--- src/rtl/tlu_pkg.sv ---
package tlu_pkg;
  localparam int SEL_W = 3;
  localparam int TBL_W = 1 << SEL_W;
  localparam int CND_W = 4;

  // condition field bit positions
  localparam int CND_NEG = 3;
  localparam int CND_POS = 2;
  localparam int CND_ZERO = 1;
  localparam int CND_OVF = 0;

  typedef struct packed {
    logic resLoad;
    logic condLoad;
  } tluStrobe_t;
endpackage

--- src/rtl/tlu_ctrl.sv ---
module tlu_ctrl
  import tlu_pkg::*;
(
  input  logic       clk,
  input  logic       rstN,
  input  logic       inValid,
  input  logic       recordEn,
  output tluStrobe_t strb,
  output logic       resValid,
  output logic       condValid
);
  always_comb begin
    strb.resLoad  = inValid;
    strb.condLoad = inValid & recordEn;
  end

  always_ff @(posedge clk) begin
    if (!rstN) begin
      resValid  <= 1'b0;
      condValid <= 1'b0;
    end else begin
      resValid  <= strb.resLoad;
      condValid <= strb.condLoad;
    end
  end

  p_res_latency_r5: assert property (@(posedge clk) disable iff (!rstN)
    inValid |=> resValid);
  p_res_idle_r5: assert property (@(posedge clk) disable iff (!rstN)
    !inValid |=> !resValid);
  p_cond_needs_res_r6: assert property (@(posedge clk) disable iff (!rstN)
    condValid |-> resValid);
  p_no_cond_unrecorded_r7: assert property (@(posedge clk) disable iff (!rstN)
    (inValid && !recordEn) |=> !condValid);
endmodule

--- src/rtl/tlu_datapath.sv ---
module tlu_datapath
  import tlu_pkg::*;
#(
  parameter int XLEN = 64
)(
  input  logic             clk,
  input  logic             rstN,
  input  tluStrobe_t       strb,
  input  logic [XLEN-1:0]  oldDst,
  input  logic [XLEN-1:0]  srcA,
  input  logic [XLEN-1:0]  srcB,
  input  logic [TBL_W-1:0] truthTbl,
  input  logic             sumOvf,
  output logic [XLEN-1:0]  resQ,
  output logic [CND_W-1:0] condQ
);
  logic [XLEN-1:0]  bitRes;
  logic [CND_W-1:0] condNext;

  // one table lookup per bit position
  for (genvar i = 0; i < XLEN; i++) begin : g_slice
    logic [SEL_W-1:0] sel;
    assign sel       = {oldDst[i], srcA[i], srcB[i]};
    assign bitRes[i] = truthTbl[SEL_W'(TBL_W - 1) - sel];
  end

  always_comb begin
    condNext           = '0;
    condNext[CND_NEG]  = $signed(bitRes) < 0;
    condNext[CND_POS]  = $signed(bitRes) > 0;
    condNext[CND_ZERO] = (bitRes == '0);
    condNext[CND_OVF]  = sumOvf;
  end

  always_ff @(posedge clk) begin
    if (!rstN) begin
      resQ  <= '0;
      condQ <= '0;
    end else begin
      if (strb.resLoad)  resQ  <= bitRes;
      if (strb.condLoad) condQ <= condNext;
    end
  end

  p_zero_table_r3: assert property (@(posedge clk) disable iff (!rstN)
    (strb.resLoad && truthTbl == '0) |=> (resQ == '0));
  p_ones_table_r3: assert property (@(posedge clk) disable iff (!rstN)
    (strb.resLoad && truthTbl == '1) |=> (resQ == '1));
  p_res_hold_r9: assert property (@(posedge clk) disable iff (!rstN)
    !strb.resLoad |=> $stable(resQ));
  p_cond_hold_r7: assert property (@(posedge clk) disable iff (!rstN)
    !strb.condLoad |=> $stable(condQ));
  p_zero_flag_r6: assert property (@(posedge clk) disable iff (!rstN)
    strb.condLoad |=> (condQ[CND_ZERO] == (resQ == '0)));
  p_one_sign_r6: assert property (@(posedge clk) disable iff (!rstN)
    strb.condLoad |=> ($countones(condQ[CND_NEG:CND_ZERO]) == 1));
endmodule

--- src/rtl/tern_logic_unit.sv ---
module tern_logic_unit
  import tlu_pkg::*;
#(
  parameter int XLEN = 64
)(
  input  logic             clk,
  input  logic             rstN,
  input  logic             inValid,
  input  logic [XLEN-1:0]  oldDst,
  input  logic [XLEN-1:0]  srcA,
  input  logic [XLEN-1:0]  srcB,
  input  logic [7:0]       truthTbl,
  input  logic             recordEn,
  input  logic             sumOvf,
  output logic             resValid,
  output logic [XLEN-1:0]  result,
  output logic             condValid,
  output logic [3:0]       condField
);
  tluStrobe_t strb;

  tlu_ctrl ctrl_i (
    .clk(clk), .rstN(rstN), .inValid(inValid), .recordEn(recordEn),
    .strb(strb), .resValid(resValid), .condValid(condValid)
  );

  tlu_datapath #(.XLEN(XLEN)) dp_i (
    .clk(clk), .rstN(rstN), .strb(strb), .oldDst(oldDst), .srcA(srcA),
    .srcB(srcB), .truthTbl(truthTbl), .sumOvf(sumOvf),
    .resQ(result), .condQ(condField)
  );
endmodule

--- config.mk ---
export PLATFORM = sky130hd
export DESIGN_NAME = tern_logic_unit
export DESIGN_NICKNAME = d
export VERILOG_FILES = /design/src/rtl/tlu_pkg.sv /design/src/rtl/tlu_ctrl.sv /design/src/rtl/tlu_datapath.sv /design/src/rtl/tern_logic_unit.sv
export SDC_FILE = /design/constraint.sdc
export NUM_CORES = 1
export LEC_CHECK = 0
export BUFFER_PORTS_ARGS = -buffer_cell sky130_fd_sc_hd__buf_4
export CAP_MARGIN = 20
export CELL_PAD_IN_SITES_DETAIL_PLACEMENT = 1
export CELL_PAD_IN_SITES_GLOBAL_PLACEMENT = 2
export CORE_AREA = 2 2 151 153
export DETAILED_ROUTE_END_ITERATION = 16
export DIE_AREA = 0 0 153 155
export MAX_ROUTING_LAYER = met4
export PLACE_DENSITY = 0.8
export SYNTH_ARGS = -nofsm -noshare
export SYNTH_HDL_FRONTEND = slang
export SYNTH_HIERARCHICAL = 1
export SYNTH_SLANG_ARGS = --single-unit
--- constraint.sdc ---
create_clock -name clk -period 2.12 [get_ports clk]
set_input_delay 0.212 -clock clk [delete_from_list [all_inputs] [get_ports clk]]
set_output_delay 0.212 -clock clk [all_outputs]
set_load 0.005 [all_outputs]
==> qor.txt <==
CTS
------------------------------------------------------------------------------------
Insertion delay of the later-clocked pin in the worst-skew pair              0.34 ns
CTS buffer count                                                                   9
Clock sink count                                                                  70
Clock Tree Root                                                         sky130_fd_sc_hd__clkbuf_16
Clk pin slew, worst setup/hold paths                                         0.06 ns
Level count of the clock H-tree                                                    3
Clock tree from TritonCTS                                                        yes
CTS hold repair buffers                                                            0
Buffer levels on the longest clock path                                            2

YOSYS
------------------------------------------------------------------------------------
Post-synth design cell area                                              0.00651 mm2
Library cell occupying the most area in the post-synthesis netlist      sky130_fd_sc_hd__mux4_2
Mux share of post-synthesis cell area                                          55.9%
Top cells by area, synth                                                sky130_fd_sc_hd__mux4_2 (35%), sky130_fd_sc_hd__dfxtp_1 (22%), sky130_fd_sc_hd__mux4_1 (11%)
Number of synthesized register bits                                               70
Post-Synth Adder-Cell Area                                                        0%
Post-Synth Simple-Gate Area                                                    6.48%
Synthesized area per cell                                                   13.0 um2
Commonest cells in the synthesized netlist                              sky130_fd_sc_hd__mux4_2 (100), sky130_fd_sc_hd__dfxtp_1 (70), sky130_fd_sc_hd__nand2_1 (66)
Main synth FF type                                                      sky130_fd_sc_hd__dfxtp_1
Xor/xnor cell area share of the yosys netlist                                     0%
Synthesized netlist cell count                                                   500
Top-count cell post-synth                                               sky130_fd_sc_hd__mux4_2
Synthesized netlist net count                                                    705
Area share of the leading cell type in the synthesized netlist                 34.6%
Count of flip-flops with a built-in enable after synthesis                         0
Share of the yosys chip area belonging to registers                            21.5%
Share of flip-flops with an asynchronous set or reset after synthesis             0%
Main combinational cell family by area after synthesis                  multiplexers
Netlist cell types                                                                22
Yosys synthesis warning count                                                      6
Post-synthesis compound-gate area fraction                                     10.2%

LAYOUT
------------------------------------------------------------------------------------
Final-layout fill cell count                                                    2400
Area of combinational cells with multiple inputs                         0.00485 mm2
Layout net count                                                                1016
Sequential cell area                                                     0.00140 mm2
Area Overhead vs Synth                                                         52.1%
Count of antenna diodes in the layout                                              0
Share of final-layout standard cells stronger than drive strength 1            63.5%

TIMING
------------------------------------------------------------------------------------
Final Max Slew Viols                                                               0
Worst-Margin Slew                                                           0.648 ns
Highest clock rate                                                         0.490 GHz
Final setup viols                                                                  0
Final Hold Viols                                                                   0
Fin crit share                                                                 96.4%
Setup tns final                                                                 0 ns
Setup skew after layout                                                         0 ns
Slew margin rel.                                                               56.8%
Final Hold Slack                                                            0.109 ns
Min cycle time layout                                                        2.04 ns

ROUTING
------------------------------------------------------------------------------------
Average via count per standard cell                                             5.62
Average routed wire per standard cell                                        25.2 um
DRT antenna net count                                                              0
Remaining design rule violation count                                              0
Routed wire length                                                           27.7 mm
Count of TritonRoute iterations in the first routing pass                          5
Detailed-route via count                                                        6187
Detailed router's first-iteration violation count                                427

OUTCOME
------------------------------------------------------------------------------------
Outcome                                                                    completed

SETUP PATH
------------------------------------------------------------------------------------
Max Fanout on Critical Path                                                       39
Critical Path End Type                                                      register
Worst reg-to-reg path cell count                                                   2
Critical path required time                                                  2.35 ns
Category of the most critical setup path                                primary input to register
Startpoint Class                                                        primary input
Arr. time, crit path                                                         2.27 ns
Crit Reg-Reg Startpoint                                                 dp_i/condQ[2]$_SDFFE_PN0P_
RR Endpoint                                                             dp_i/condQ[2]$_SDFFE_PN0P_
Max stage delay cell, worst path                                        sky130_fd_sc_hd__mux4_2
Setup slack of the most critical reg-to-reg path                             1.34 ns
Series of cell instances along the critical path                        buf_6 > buf_6 > mux4_2 > mux2i_2 > nand4_1 > nor4_1 > buf_4 > nand4_1 > a41o_1
Biggest cell delay along the critical path                                   0.51 ns

GLOBAL ROUTING
------------------------------------------------------------------------------------
Pin count of the biggest net entering global routing                              88
Wire length of the first global-routing pass                                 40.7 mm
Total GRT Usage                                                                23.3%
Global route overflow                                                              0
Initial antenna violation count                                                    0
Via count of the first global-routing pass                                      6532

PWR
------------------------------------------------------------------------------------
Peak supply drop                                                            0.504 mV
Power per standard cell area                                              533 mW/mm2
Leakage component of the power                                               4.74 nW
Tot Pwr                                                                    0.00528 W

RUN
------------------------------------------------------------------------------------
Max-cap viol count                                                                 0

PLACE
------------------------------------------------------------------------------------
Final weighted congestion in routability-driven placement                      0.871
IO Port Bufs                                                                     274
HPWL after detailed placement                                                21.4 mm

HOLD PATH
------------------------------------------------------------------------------------
Hold EP                                                                 ctrl_i/condValid$_SDFF_PN0_
HP Start                                                                    recordEn
Min-Delay Path Class                                                    primary input to register
WHS Path Cells                                                                     2

DIE
------------------------------------------------------------------------------------
Area enclosed by the die boundary                                         0.0237 mm2
Core box area                                                             0.0222 mm2
Die Ht                                                                        155 um
I/O pin total                                                                    275
Die boundary width                                                            153 um
Number of standard-cell rows in the floorplan                                     55
Initial core utilization                                                       29.3%

[routing by layer]
layer  global-route usage, %  part of all wire (%)
met5                       -                     0
met4                    6.88                   2.5
met3                    4.32                   5.5
met2                    36.3                    48
met1                    31.3                    44
[worst max-delay path: cells and delay by family]
kind                   cells  cell delay [ns]
muxes                      2             0.76
and+or+nand+nor            3             0.50
buffers and inverters      3             0.52
AOI/OAI and AO/OA          1             0.27
[cell type report]
cell class              instances  area share [%]
multi-input cells             353            49.0
flip-flops and latches         70            14.2
well taps                     285            3.60
clock buffers                  11            2.45
repair buffers                377            29.9
clock inverters                 5           0.834
[per-stage QoR]
stage	cells	util [%]	worst slack, ns	area, um2
detailed placement	1078	41.9	-0.642	9320
CTS	1097	43.8	0.00166	9750
global placement	1078	41.9	-0.621	9320
global route	1101	44.5	-0.0138	9900
finish	1101	44.5	0.0772	9900
floorplan	500	-	0.177	6510
[flip-flops by register name, summed over array words and instances (netlist names)]
name / cells
dp_i/resQ: 64
dp_i/condQ: 4
ctrl_i/condValid: 1
ctrl_i/resValid: 1
[cells by family (layout without fill, tap and decap cells)]
| logic type | count (synthesis) | after routing |
|---|---|---|
| muxes | 193 | 193 |
| AOI/OAI and AO/OA | 67 | 67 |
| DFF | 70 | 70 |
| and+or+nand+nor | 93 | 93 |
| buffers and inverters | 77 | 393 |
[worst max path at each step]
stage,start,end
after floorplan,truthTbl[3],dp_i/condQ[2]$_SDFFE_PN0P_
after global placement,truthTbl[4],dp_i/condQ[2]$_SDFFE_PN0P_
after detailed placement,truthTbl[0],dp_i/condQ[2]$_SDFFE_PN0P_
after CTS,truthTbl[7],dp_i/condQ[2]$_SDFFE_PN0P_
after global routing,truthTbl[3],dp_i/condQ[2]$_SDFFE_PN0P_
final,truthTbl[1],dp_i/condQ[2]$_SDFFE_PN0P_
[where the power goes]
group          internal [W]  switching (W)
Combinational       0.00122       0.000851
Sequential          0.00143      0.0000817
Clock               0.00107       0.000631
[what timing repair did]
| action | CTS | global route |
|---|---|---|
| buffers inserted | 3 | 4 |
| endpoints found under the setup margin | 2 | 2 |
| gates cloned | 0 | 0 |
| gates resized for setup | 17 | 30 |
| pin swaps | 3 | 8 |
[cell usage in the layout, fill, tap and decap left out, types with 2 or more instances in the layout]
cell / n
sky130_fd_sc_hd__nand2_1: 66
sky130_fd_sc_hd__nor4_2: 3
sky130_fd_sc_hd__buf_4: 359
sky130_fd_sc_hd__mux4_1: 27
sky130_fd_sc_hd__mux2i_2: 17
sky130_fd_sc_hd__bufinv_16: 2
sky130_fd_sc_hd__mux2i_1: 44
sky130_fd_sc_hd__buf_6: 8
sky130_fd_sc_hd__clkinv_4: 2
sky130_fd_sc_hd__mux2i_4: 4
sky130_fd_sc_hd__clkbuf_16: 9
sky130_fd_sc_hd__nand4_1: 17
sky130_fd_sc_hd__dfxtp_1: 70
sky130_fd_sc_hd__mux4_2: 101
sky130_fd_sc_hd__buf_12: 5
sky130_fd_sc_hd__o211a_1: 65
sky130_fd_sc_hd__buf_8: 5
No activity file was read; power rests on OpenSTA's default activity.
